## config.mk

```make
export PLATFORM = sky130hd
export DESIGN_NAME = i2cmon_top
export DESIGN_NICKNAME = d
export VERILOG_FILES = /design/src/rtl/i2cmon_pkg.sv /design/src/rtl/i2cmon_sync.sv /design/src/rtl/i2cmon_framer.sv /design/src/rtl/i2cmon_report.sv /design/src/rtl/i2cmon_top.sv
export SDC_FILE = /design/constraint.sdc
export NUM_CORES = 1
export LEC_CHECK = 0
export BUFFER_PORTS_ARGS = -buffer_cell sky130_fd_sc_hd__buf_2
export CORE_ASPECT_RATIO = 1.1
export CORE_MARGIN = 3
export CORE_UTILIZATION = 60
export CTS_BUF_LIST = sky130_fd_sc_hd__clkbuf_8
export DETAILED_ROUTE_END_ITERATION = 6
export GPL_ROUTABILITY_DRIVEN = 0
export HOLD_SLACK_MARGIN = 0.03
export PLACE_DENSITY = 0.9
export SLEW_MARGIN = 20
export SYNTH_ARGS = -nofsm -noshare
export SYNTH_HDL_FRONTEND = slang
export SYNTH_SLANG_ARGS = --single-unit
```

## constraint.sdc

```tcl
create_clock -name clk -period 6 [get_ports clk]
set_input_delay 0.3 -clock clk [delete_from_list [all_inputs] [get_ports clk]]
set_output_delay 0.3 -clock clk [all_outputs]
set_load 0.05 [all_outputs]
```

## src/rtl/i2cmon_pkg.sv

```systemverilog
package i2cmon_pkg;

    parameter int STAMP_W = 32;
    parameter int BYTE_W  = 8;

    typedef enum logic [2:0] {
        EV_START   = 3'd0,
        EV_STOP    = 3'd1,
        EV_ADDR_WR = 3'd2,
        EV_ADDR_RD = 3'd3,
        EV_DATA_WR = 3'd4,
        EV_DATA_RD = 3'd5,
        EV_ACK     = 3'd6
    } ev_kind_e;

    typedef enum logic [1:0] {
        PH_IDLE = 2'd0,
        PH_ADDR = 2'd1,
        PH_DATA = 2'd2
    } phase_e;

    typedef struct packed {
        ev_kind_e              kind;
        logic [BYTE_W-1:0]     data;
        logic                  nack;
        logic [STAMP_W-1:0]    t0;
        logic [STAMP_W-1:0]    t1;
    } ev_rec_t;

    function automatic ev_kind_e byte_kind(input logic is_addr, input logic rd);
        if (is_addr) return rd ? EV_ADDR_RD : EV_ADDR_WR;
        return rd ? EV_DATA_RD : EV_DATA_WR;
    endfunction

endpackage

```

## src/rtl/i2cmon_sync.sv

```systemverilog
module i2cmon_sync #(
    parameter int W      = 2,
    parameter int STAGES = 2
) (
    input  logic         clk,
    input  logic         rst,
    input  logic [W-1:0] d,
    output logic [W-1:0] q
);
    logic [W-1:0] stg [STAGES];

    always_ff @(posedge clk) begin
        if (rst) begin
            for (int i = 0; i < STAGES; i++) stg[i] <= '1;
        end else begin
            stg[0] <= d;
            for (int i = 1; i < STAGES; i++) stg[i] <= stg[i-1];
        end
    end

    assign q = stg[STAGES-1];
endmodule

```

## src/rtl/i2cmon_framer.sv

```systemverilog
module i2cmon_framer
    import i2cmon_pkg::*;
#(
    parameter int WARM_CYC = 3
) (
    input  logic               clk,
    input  logic               rst,
    input  logic               s_scl,
    input  logic               s_sda,
    input  logic [STAMP_W-1:0] now,
    output logic               cond_v,
    output ev_rec_t            cond_ev,
    output logic               byte_v,
    output ev_rec_t            byte_ev,
    output ev_rec_t            ack_ev
);
    localparam int WARM_W = $clog2(WARM_CYC + 1);
    localparam int CNT_W  = $clog2(BYTE_W + 2);

    logic [WARM_W-1:0]  warm;
    logic               p_scl, p_sda;
    phase_e             phase;
    logic [CNT_W-1:0]   bitcnt;
    logic [BYTE_W-1:0]  shreg;
    logic [STAMP_W-1:0] t_first;
    logic               dir_rd;

    logic armed, start_c, rise_c, stop_c, done_c;

    always_comb begin
        armed   = (warm == WARM_W'(WARM_CYC));
        start_c = armed & s_scl & p_sda & ~s_sda;
        rise_c  = armed & ~p_scl & s_scl & ~start_c;
        stop_c  = armed & s_scl & ~p_sda & s_sda & ~rise_c;
        done_c  = rise_c & (phase != PH_IDLE) & (bitcnt == CNT_W'(BYTE_W));
    end

    always_ff @(posedge clk) begin
        if (rst) begin
            warm    <= '0;
            p_scl   <= 1'b1;
            p_sda   <= 1'b1;
            phase   <= PH_IDLE;
            bitcnt  <= '0;
            shreg   <= '0;
            t_first <= '0;
            dir_rd  <= 1'b0;
        end else begin
            p_scl <= s_scl;
            p_sda <= s_sda;
            if (!armed) warm <= warm + 1'b1;
            if (start_c) begin
                phase  <= PH_ADDR;
                bitcnt <= '0;
                shreg  <= '0;
            end else if (rise_c && phase != PH_IDLE) begin
                if (bitcnt == '0) t_first <= now;
                if (done_c) begin
                    bitcnt <= '0;
                    if (phase == PH_ADDR) begin
                        dir_rd <= shreg[0];
                        phase  <= PH_DATA;
                    end
                end else begin
                    shreg  <= {shreg[BYTE_W-2:0], s_sda};
                    bitcnt <= bitcnt + 1'b1;
                end
            end else if (stop_c) begin
                phase  <= PH_IDLE;
                dir_rd <= 1'b0;
                bitcnt <= '0;
            end
        end
    end

    always_comb begin
        cond_v       = start_c | stop_c;
        cond_ev.kind = start_c ? EV_START : EV_STOP;
        cond_ev.data = '0;
        cond_ev.nack = 1'b0;
        cond_ev.t0   = now;
        cond_ev.t1   = now;

        byte_v       = done_c;
        byte_ev.kind = byte_kind(phase == PH_ADDR,
                                 (phase == PH_ADDR) ? shreg[0] : dir_rd);
        byte_ev.data = (phase == PH_ADDR) ? {shreg[BYTE_W-1:1], 1'b0} : shreg;
        byte_ev.nack = s_sda;
        byte_ev.t0   = t_first;
        byte_ev.t1   = now - 1'b1;

        ack_ev.kind  = EV_ACK;
        ack_ev.data  = '0;
        ack_ev.nack  = s_sda;
        ack_ev.t0    = now;
        ack_ev.t1    = now;
    end
endmodule

```

## src/rtl/i2cmon_report.sv

```systemverilog
module i2cmon_report
    import i2cmon_pkg::*;
(
    input  logic    clk,
    input  logic    rst,
    input  logic    cond_v,
    input  ev_rec_t cond_ev,
    input  logic    byte_v,
    input  ev_rec_t byte_ev,
    input  ev_rec_t ack_ev,
    output logic    out_v,
    output ev_rec_t out_ev
);
    logic    ack_pend, cond_pend;
    ev_rec_t ack_hold, cond_hold;

    always_ff @(posedge clk) begin
        if (rst) begin
            out_v     <= 1'b0;
            out_ev    <= '0;
            ack_pend  <= 1'b0;
            cond_pend <= 1'b0;
            ack_hold  <= '0;
            cond_hold <= '0;
        end else begin
            out_v <= 1'b0;
            if (ack_pend) begin
                out_v    <= 1'b1;
                out_ev   <= ack_hold;
                ack_pend <= 1'b0;
                if (cond_v) begin
                    cond_pend <= 1'b1;
                    cond_hold <= cond_ev;
                end
            end else if (cond_pend) begin
                out_v     <= 1'b1;
                out_ev    <= cond_hold;
                cond_pend <= cond_v;
                cond_hold <= cond_ev;
            end else if (byte_v) begin
                out_v    <= 1'b1;
                out_ev   <= byte_ev;
                ack_pend <= 1'b1;
                ack_hold <= ack_ev;
            end else if (cond_v) begin
                out_v  <= 1'b1;
                out_ev <= cond_ev;
            end
        end
    end
endmodule

```

## src/rtl/i2cmon_top.sv

```systemverilog
module i2cmon_top
    import i2cmon_pkg::*;
#(
    parameter int SYNC_STAGES = 2
) (
    input  logic               clk,
    input  logic               rst,
    input  logic               scl_i,
    input  logic               sda_i,
    output logic               ev_valid,
    output logic [2:0]         ev_kind,
    output logic [BYTE_W-1:0]  ev_byte,
    output logic               ev_nack,
    output logic [STAMP_W-1:0] ev_t0,
    output logic [STAMP_W-1:0] ev_t1
);
    localparam int WARM_CYC = SYNC_STAGES + 1;

    logic [1:0]         lines;
    logic [STAMP_W-1:0] samp_cnt;
    logic               cond_v, byte_v;
    ev_rec_t            cond_ev, byte_ev, ack_ev, out_ev;

    always_ff @(posedge clk) begin
        if (rst) samp_cnt <= '0;
        else     samp_cnt <= samp_cnt + 1'b1;
    end

    i2cmon_sync #(.W(2), .STAGES(SYNC_STAGES)) u_sync (
        .clk (clk),
        .rst (rst),
        .d   ({scl_i, sda_i}),
        .q   (lines)
    );

    i2cmon_framer #(.WARM_CYC(WARM_CYC)) u_framer (
        .clk     (clk),
        .rst     (rst),
        .s_scl   (lines[1]),
        .s_sda   (lines[0]),
        .now     (samp_cnt),
        .cond_v  (cond_v),
        .cond_ev (cond_ev),
        .byte_v  (byte_v),
        .byte_ev (byte_ev),
        .ack_ev  (ack_ev)
    );

    i2cmon_report u_report (
        .clk     (clk),
        .rst     (rst),
        .cond_v  (cond_v),
        .cond_ev (cond_ev),
        .byte_v  (byte_v),
        .byte_ev (byte_ev),
        .ack_ev  (ack_ev),
        .out_v   (ev_valid),
        .out_ev  (out_ev)
    );

    assign ev_kind = out_ev.kind;
    assign ev_byte = out_ev.data;
    assign ev_nack = out_ev.nack;
    assign ev_t0   = out_ev.t0;
    assign ev_t1   = out_ev.t1;
endmodule

```

==> results of run 1 <==
-- stage by stage --
stage	cell area (sq um)	total power, mW	hold slack (ps)
detailed placement	10500	1.74	395
floorplan	10100	1.71	389
finish	11200	3.01	316
global placement	10500	1.74	396
CTS	11200	3.02	308
global route	11200	3.09	348
-- cells in the mapped netlist (2+ instances only) --
library cell,number,area share (%)
sky130_fd_sc_hd__ha_1,5,0.62
sky130_fd_sc_hd__inv_1,10,0.37
sky130_fd_sc_hd__a211oi_1,7,0.52
sky130_fd_sc_hd__nand4_1,13,0.80
sky130_fd_sc_hd__o31a_1,2,0.17
sky130_fd_sc_hd__nand3b_1,4,0.30
sky130_fd_sc_hd__dfxtp_1,233,46
sky130_fd_sc_hd__buf_2,3,0.15
sky130_fd_sc_hd__o22ai_1,8,0.49
sky130_fd_sc_hd__xnor2_1,22,1.9
sky130_fd_sc_hd__a21oi_1,169,8.3
sky130_fd_sc_hd__and3_1,4,0.25
sky130_fd_sc_hd__and4_1,2,0.17
sky130_fd_sc_hd__nor2_1,127,4.7
sky130_fd_sc_hd__o311ai_0,2,0.17
sky130_fd_sc_hd__o211ai_1,20,1.5
sky130_fd_sc_hd__buf_1,8,0.30
sky130_fd_sc_hd__nor2b_1,5,0.31
sky130_fd_sc_hd__or2_2,8,0.49
sky130_fd_sc_hd__a22oi_1,9,0.67
sky130_fd_sc_hd__nor3_1,18,0.89
sky130_fd_sc_hd__nand3_1,13,0.64
sky130_fd_sc_hd__or3_1,7,0.43
sky130_fd_sc_hd__mux2i_1,4,0.39
sky130_fd_sc_hd__clkbuf_1,112,4.1
sky130_fd_sc_hd__nor4_1,17,1.0
sky130_fd_sc_hd__a222oi_1,2,0.20
sky130_fd_sc_hd__xor2_1,28,2.4
sky130_fd_sc_hd__a31oi_1,14,0.86
sky130_fd_sc_hd__nand2_1,368,14
sky130_fd_sc_hd__nor4b_1,4,0.35
sky130_fd_sc_hd__a311oi_1,3,0.26
sky130_fd_sc_hd__o21a_1,6,0.44
sky130_fd_sc_hd__or4_1,9,0.67
sky130_fd_sc_hd__nand2b_1,2,0.12
sky130_fd_sc_hd__o21ai_0,74,3.7
-- layout make-up --
class                      instances  share of cell area (%)
clock buffer                      47                    5.77
clock inverter                    14                   0.491
inverter                          10                   0.335
multi-input combinational        991                    44.7
sequential                       233                    41.6
tap                              204                    2.28
timing repair buffer              97                    4.78
-- per-layer routing --
layer,vias to the layer above,global-route usage [%]
li1,4572,-
met1,4435,35.4
met2,427,46.0
met3,98,6.16
met4,0,12.6
met5,-,0
-- worst max-delay path: cells and delay by family, from the launching register on --
| kind | cells | cell delay [ps] |
|---|---|---|
| AND/OR/NAND/NOR | 4 | 1870 |
| adder cells (fa/ha/maj) | 1 | 170 |
| flip-flops | 1 | 350 |
| multiplexers | 1 | 180 |
| AO/OA/AOI/OAI | 1 | 290 |
| buffers and inverters | 1 | 70 |
-- cells in the final DEF (no fill, tap or decap), types with 15 or more instances in the layout --
cell type	Yosys	final
sky130_fd_sc_hd__xor2_1	28	28
sky130_fd_sc_hd__xnor2_1	22	22
sky130_fd_sc_hd__nand2_1	368	368
sky130_fd_sc_hd__buf_2	3	79
sky130_fd_sc_hd__o21ai_0	74	74
sky130_fd_sc_hd__nor4_1	17	15
sky130_fd_sc_hd__a21oi_1	169	169
sky130_fd_sc_hd__nor3_1	18	18
sky130_fd_sc_hd__o211ai_1	20	20
sky130_fd_sc_hd__inv_1	10	22
sky130_fd_sc_hd__nor2_1	127	125
sky130_fd_sc_hd__clkbuf_8	0	47
sky130_fd_sc_hd__buf_4	1	16
sky130_fd_sc_hd__dfxtp_1	233	232
-- kinds of logic after synthesis --
group,share of synthesized area [%]
adders and majority gates,0.617
AOI/OAI and AO/OA,17.8
DFF,46.0
buffers and inverters,5.15
muxes,0.506
xor gates and xnor gates,4.32
and+or+nand+nor,25.7
-- flip-flops by register name, indices dropped and copies added (netlist names), 4 cells and up --
register,count
samp_cnt,32
u_framer.t_first,32
u_sync.stg,4
u_framer.shreg,8
u_framer.bitcnt,4
u_report.out_ev,76
u_report.cond_hold,33
u_report.ack_hold,34
-- power breakdown --
group	total, mW	switching, mW	internal, mW
Combinational	0.136	0.103	0.0332
Sequential	1.58	0.0145	1.56
Clock	1.29	0.598	0.696
Total	3.01	0.716	2.29
-- how the worst min path moves through the flow --
stage	to	slack [ps]	cells after the start
after global routing	samp_cnt[28]$_SDFF_PP0_	350	2
final	samp_cnt[30]$_SDFF_PP0_	320	2
after CTS	u_report.ack_pend$_SDFF_PP0_	310	2
after detailed placement	u_sync.stg[0][3]$_SDFF_PP1_	390	1
after floorplan	u_sync.stg[0][2]$_SDFF_PP1_	390	1
after global placement	u_sync.stg[0][3]$_SDFF_PP1_	400	1
==> key figures, run 1 <==
Clock network
  – Resized Gates After CTS: 0
  – Clock Pin Slew Worst Setup and Hold Paths: 60 ps
  – CTS tree: yes
  – CTS Sinks: 233
  – Worst-Skew Late Latency: 530 ps
  – Maximum buffer depth of the clock tree: 3
  – CTS Buf Count: 36
  – # Post-CTS Setup Buffers: 0
  – Number of hold buffers added after cts: 2
  – Count of H-tree levels built during CTS: 2
  – Root Driver: sky130_fd_sc_hd__clkbuf_8

Floorplan
  – Die Y-Extent: 142 microns
  – Area enclosed by the die boundary: 18500 sq um
  – Core region area: 16400 sq um
  – Site row count: 49
  – Horizontal extent of the die: 130 microns
  – Starting density of the core: 61.7%
  – Number of ports placed on the die boundary: 81

Setup path
  – Cell at the slowest stage of the critical path: sky130_fd_sc_hd__or4_1
  – Type of the worst setup path: reg -> reg
  – Setup crit end kind: register
  – Cells traversed along the worst timing path: inv_1, ha_1, nand3b_1, or4_1, or4_1, mux2i_1, nor2_1, o31a_1
  – Count of cells along the worst register-to-register path: 8
  – Worst setup path endpoint: u_report.out_ev[25]$_SDFFE_PP0P_
  – Required @ worst endpoint: 6420 ps
  – Register-to-register setup slack: 2980 ps
  – Maximum fanout encountered on the critical timing path: 17
  – CP arrival: 3440 ps
  – Critical path startpoint category: register
  – Endpoint of the lowest-slack register-to-register path: u_report.out_ev[25]$_SDFFE_PP0P_
  – Worst stage delay on the critical path: 910 ps
  – Launching point of the worst reg2reg path: u_framer.bitcnt[0]$_SDFFE_PP0P_
  – Origin of the worst setup path: u_framer.bitcnt[0]$_SDFFE_PP0P_
  – Most numerous cell on the critical path: sky130_fd_sc_hd__or4_1

Timing
  – Pin slew with the least headroom to its limit: 1100 ps
  – Minimum period implied by the final worst setup slack: 3020 ps
  – Worst clock skew: 20.8 ps
  – Count of final hold-check violations: 0
  – Period Utilization, post-route: 50.3%
  – Worst slew slack as a fraction of its limit: 26.6%
  – Achievable frequency: 331 MHz
  – Max-slew violation total from the final report: 0
  – Setup violators final: 0
  – Slack of the critical path: 2980 ps
  – Final-layout setup total negative slack: 0 ps
  – Unrepaired setup endpoints after global routing: false

Routing
  – Via density: 5.97
  – DR DRC count: 0
  – Wire length on met3: 2270 microns
  – Drt total wl: 26300 microns
  – First-pass DRT Iterations: 6
  – Met1 layer wirelength in the final routing: 10600 microns
  – Highest Signal Layer: met4
  – Average routed wire per standard cell: 16.5 microns
  – First-iteration detailed-routing DRC count: 893
  – WL met2: 12500 microns
  – Number of routed nets with antenna violations: 0
  – Total vias in the final route: 9532

Finish
  – Total area of multi-input combinational cells: 5020 sq um
  – Post-layout utilization of the core: 68.2%
  – Final layout net count: 1378
  – Area growth from synthesis to layout: 10.6%
  – Diode insertion count for antenna repair: 0
  – Layout cell share with drive strength beyond 1: 12.1%
  – Filler cells: 1354
  – Final std cells w/o fill: 1596
  – Area taken by flip-flops and latches: 4670 sq um

Global route
  – Largest net degree at the start of global routing: 98
  – Global-route congestion overflow total: 0
  – Wire length of the first global-routing pass: 42600 microns
  – Overall global routing resource usage: 28.0%
  – Vias in the first global route: 8741
  – Initial antenna violation count: 0

Synth
  – Average size of a mapped cell: 7.46 sq um
  – Ys async rst share: 0%
  – Combined area of all synthesized cells: 10100 sq um
  – Net count after synthesis: 1368
  – Count of distinct cell types in the synthesized netlist: 53
  – Ys flop type: sky130_fd_sc_hd__dfxtp_1
  – Number of synthesized register bits: 233
  – Post-Syn Instances: 1359
  – Number of synthesis warnings: 0
  – EDFF count, synth: 0
  – Sequential-to-total area share from yosys stat: 46.0%

Placed design
  – Number of placed instances, taps included: 1533
  – Placement-stage worst setup slack: 2890 ps
  – Count of input and output buffers: 80
  – Final HPWL DP: 15500 microns

Power and ir drop
  – Pwr Density: 268 nW/um^2
  – Leak pwr: 4.28 nW
  – Maximum ir drop on the vdd rail: 0.214 mV

Flow run
  – Max Cap Viol: 0

Outcome
  – Outcome: finished, final reports clean

Min path
  – Type of the worst min-delay path: in -> reg
  – Worst hold start: rst
No activity file was read; power rests on OpenSTA's default activity.
==> run 2: changes to the inputs <==
Settings changed: ABC_AREA set to 1.
Clock period 6 ns to 2.8 ns, I/O delays scaled along.
==> key figures, run 2 <==
Outcome
  – Outcome: finished, final reports clean

Power and ir drop
  – Net switching power: 1.68 mW (+130%)
  – P_int: 5.22 mW (+130%)
  – Clk pwr share: 44.3% (+1.3 points)
  – Share of total power in combinational logic: 6.6% (+2.1 points)
  – Maximum ir drop on the vdd rail: 0.467 mV (+120%)
  – Pwr Density: 576 nW/um^2 (+110%)
  – Proportion of total power due to net switching: 24.3% (+0.52 points)
  – Fraction of power consumed by sequential logic: 49.1% (-3.4 points)
  – Leak pwr: 5.18 nW (+21%)

Synth
  – Commonest cells post-synth: 317 x sky130_fd_sc_hd__nand2_1, 233 x sky130_fd_sc_hd__dfxtp_1, 224 x sky130_fd_sc_hd__o21ai_0
  – Sequential-to-total area share from yosys stat: 43.5% (-2.5 points)
  – Combined area of all synthesized cells: 10700 sq um (+5.8%)
  – Number of synthesized register bits: 233 (unchanged)
  – Count of distinct cell types in the synthesized netlist: 42 (-21%)
  – Net count after synthesis: 1537 (+12%)
  – Number of synthesis warnings: 0 (unchanged)
  – Ys async rst share: 0% (unchanged)
  – Yosys top cell area share: 43.5% (-2.5 points)
  – Cell taking the most area after synthesis: sky130_fd_sc_hd__dfxtp_1
  – Ys flop type: sky130_fd_sc_hd__dfxtp_1
  – Post-Syn Instances: 1528 (+12%)
  – Average size of a mapped cell: 7.02 sq um (-5.9%)
  – Dominant cells by area after synthesis: sky130_fd_sc_hd__dfxtp_1 43%, sky130_fd_sc_hd__nand2_1 11%, sky130_fd_sc_hd__o21ai_0 10%
  – Most common cell in the synthesized netlist: sky130_fd_sc_hd__nand2_1
  – EDFF count, synth: 0 (unchanged)

Global route
  – Initial antenna violation count: 0 (unchanged)
  – Overall global routing resource usage: 29.9% (+1.8 points)
  – Global-route congestion overflow total: 0 (unchanged)
  – Wire length of the first global-routing pass: 49300 microns (+16%)
  – Vias in the first global route: 10314 (+18%)
  – Largest net degree at the start of global routing: 104 (+6.1%)

Clock network
  – CTS Sinks: 233 (unchanged)
  – Maximum buffer depth of the clock tree: 3 (unchanged)
  – CTS Buf Count: 38 (+5.6%)
  – Clock Pin Slew Worst Setup and Hold Paths: 60 ps (about the same)
  – Worst-Skew Late Latency: 540 ps (about the same)
  – Count of H-tree levels built during CTS: 2 (unchanged)
  – Root Driver: sky130_fd_sc_hd__clkbuf_8
  – Resized Gates After CTS: 0 (unchanged)
  – CTS tree: yes

Timing
  – WHS: 335 ps (+18.5 ps)
  – Worst clock skew: 21.9 ps (+1.14 ps)
  – Unrepaired setup endpoints after global routing: false
  – Period Utilization, post-route: 83.5% (+33 points)
  – Worst slew slack as a fraction of its limit: 52.5% (+26 points)
  – Pin slew with the least headroom to its limit: 713 ps (-385 ps)
  – Achievable frequency: 428 MHz (+29%)
  – Final-layout setup total negative slack: 0 ps (unchanged)
  – Max-slew violation total from the final report: 0 (unchanged)
  – Minimum period implied by the final worst setup slack: 2340 ps (-682 ps)
  – Count of final hold-check violations: 0 (unchanged)
  – Setup violators final: 0 (unchanged)

Routing
  – Average routed wire per standard cell: 16.4 microns (-0.62%)
  – DR DRC count: 0 (unchanged)
  – First-iteration detailed-routing DRC count: 1252 (+40%)
  – First-pass DRT Iterations: 6 (unchanged)
  – Total vias in the final route: 10839 (+14%)
  – Drt total wl: 30000 microns (+14%)
  – Number of routed nets with antenna violations: 0 (unchanged)
  – Via density: 5.93 (-0.72%)

Setup path
  – Type of the worst setup path: reg -> reg
  – Count of cells along the worst register-to-register path: 11 (+3)
  – Setup crit end kind: register
  – Endpoint of the lowest-slack register-to-register path: u_report.out_ev[23]$_SDFFE_PP0P_
  – CP arrival: 2790 ps (-650 ps)
  – Maximum fanout encountered on the critical timing path: 48 (+31)
  – Critical path startpoint category: register
  – Register-to-register setup slack: 460 ps (-2520 ps)
  – Required @ worst endpoint: 3260 ps (-3160 ps)
  – Launching point of the worst reg2reg path: u_framer.warm[0]$_SDFFE_PP0P_

Floorplan
  – Core region area: 17300 sq um (+5.1%)
  – Site row count: 50 (+2.0%)
  – Number of ports placed on the die boundary: 81 (unchanged)
  – Horizontal extent of the die: 133 microns (+2.7%)
  – Die Y-Extent: 146 microns (+2.7%)
  – Area enclosed by the die boundary: 19500 sq um (+5.5%)
  – Starting density of the core: 62.1% (+0.41 points)

Min path
  – Worst Hold Path Cells: 3 (+1)
  – Worst hold start: scl_i
  – Endpoint of the worst hold-timing path: u_sync.stg[0][1]$_SDFF_PP1_
  – Type of the worst min-delay path: in -> reg

Finish
  – Max reg flops: 76 (unchanged)
  – Final layout net count: 1579 (+15%)
  – Register ranked first by flip-flop count: u_report.out_ev
  – Filler cells: 1390 (+2.7%)
  – Diode insertion count for antenna repair: 0 (unchanged)
  – Largest registers: u_report.out_ev x76, u_report.ack_hold x34, u_report.cond_hold x33
  – Layout cell share with drive strength beyond 1: 11.7% (-0.34 points)
  – Most common cell after layout, fill and taps aside: sky130_fd_sc_hd__nand2_1
  – Final std cell area, no fill: 12000 sq um (+6.8%)
  – Area growth from synthesis to layout: 11.7%
  – Most frequent cells in the layout: 317 x sky130_fd_sc_hd__nand2_1, 233 x sky130_fd_sc_hd__dfxtp_1, 224 x sky130_fd_sc_hd__o21ai_0, 196 x sky130_fd_sc_hd__a21oi_1, 132 x sky130_fd_sc_hd__nor2_1

Placed design
  – Final HPWL DP: 19500 microns (+26%)
  – Count of input and output buffers: 80 (unchanged)
  – Post-DP Area: 11200 sq um (+6.5%)

Flow run
  – Max Cap Viol: 0 (unchanged)
## run 2: cell count changes after synthesis, sizes merged, moves of 21 or more
cell,previous run,this run
o21ai,75,237
inv,10,123
nand3,13,74
clkbuf,112,56
nand2,368,323
buf,13,43
a21oi,169,196
xnor2,22,1
## run 2: logic make-up (layout without fill, tap and decap cells)
family	count (synthesis)	count (layout)	synth area share, %
compound gates	456	456	21.8
xor+xnor	19	19	1.55
fa+ha+maj	5	5	0.583
buf+inv	222	288	8.53
flops	233	233	43.5
simple gates	593	593	24.1
## run 2: how the worst max path moves through the flow
stage,from,endpoint,cells past startpoint
after CTS,u_framer.warm[0]$_SDFFE_PP0P_,u_report.out_ev[23]$_SDFFE_PP0P_,11
after detailed placement,u_framer.warm[0]$_SDFFE_PP0P_,u_report.out_ev[2]$_SDFFE_PP0P_,11
after global placement,u_framer.warm[0]$_SDFFE_PP0P_,u_report.out_ev[23]$_SDFFE_PP0P_,11
after floorplan,samp_cnt[0]$_SDFF_PP0_,samp_cnt[22]$_SDFF_PP0_,10
final,u_framer.warm[0]$_SDFFE_PP0P_,u_report.out_ev[23]$_SDFFE_PP0P_,11
after global routing,u_framer.warm[0]$_SDFFE_PP0P_,u_report.out_ev[2]$_SDFFE_PP0P_,11
## run 2: worst max-delay path: stages (launching register included)
cell and delay [ps]:
sky130_fd_sc_hd__dfxtp_1 340, sky130_fd_sc_hd__ha_1 230, sky130_fd_sc_hd__nand2_1 80, sky130_fd_sc_hd__inv_2 80, sky130_fd_sc_hd__nand3_2 130, sky130_fd_sc_hd__nor2_4 130, sky130_fd_sc_hd__buf_4 410, sky130_fd_sc_hd__buf_4 350
sky130_fd_sc_hd__nand2_1 110, sky130_fd_sc_hd__xnor2_1 170, sky130_fd_sc_hd__nand2_1 80, sky130_fd_sc_hd__a21oi_1 140
## run 2: area by class of cell
cell class	count	area, sq um	share of cell area (%)
clock buffers	49	674	5.63
repair buffers	101	603	5.03
well taps	234	293	2.44
clock inverters	15	110	0.919
multi-input cells	1073	5170	43.1
flip-flops and latches	233	4660	38.9
inverters	123	467	3.90
## run 2: stage by stage
step	setup slack [ps]	std cells	total power [mW]	util, %
2_1_floorplan	1100	1528	3.78	-
3_3_place_gp	636	1761	3.89	64.7
3_5_place_dp	541	1761	3.90	64.7
4_1_cts	511	1828	6.91	69.4
5_1_grt	232	1828	7.10	69.4
6_report	462	1828	6.90	69.4
## run 2: what timing repair did
| item | in CTS | in global routing |
|---|---|---|
| hold endpoints to repair | 9 | 0 |
| setup buffers | 0 | 0 |
| hold buffers | 3 | 0 |
## run 2: layer usage
| layer | vias to the layer above | global-route usage (%) | wire length, microns |
|---|---|---|---|
| met5 | - | 0 | 0 |
| met4 | 0 | 13.1 | 1210 |
| met2 | 613 | 49.8 | 14000 |
| met1 | 4960 | 37.5 | 11800 |
| li1 | 5159 | - | - |
| met3 | 107 | 6.06 | 2930 |
## run 2: power groups by stage
stage               clock network [mW]  registers, mW  logic (mW)
global route                      3.22           3.39       0.485
detailed placement                   0           3.46       0.436
global placement                     0           3.46       0.427
floorplan                            0           3.55       0.225
CTS                               3.08           3.39       0.443
finish                            3.06           3.39       0.452
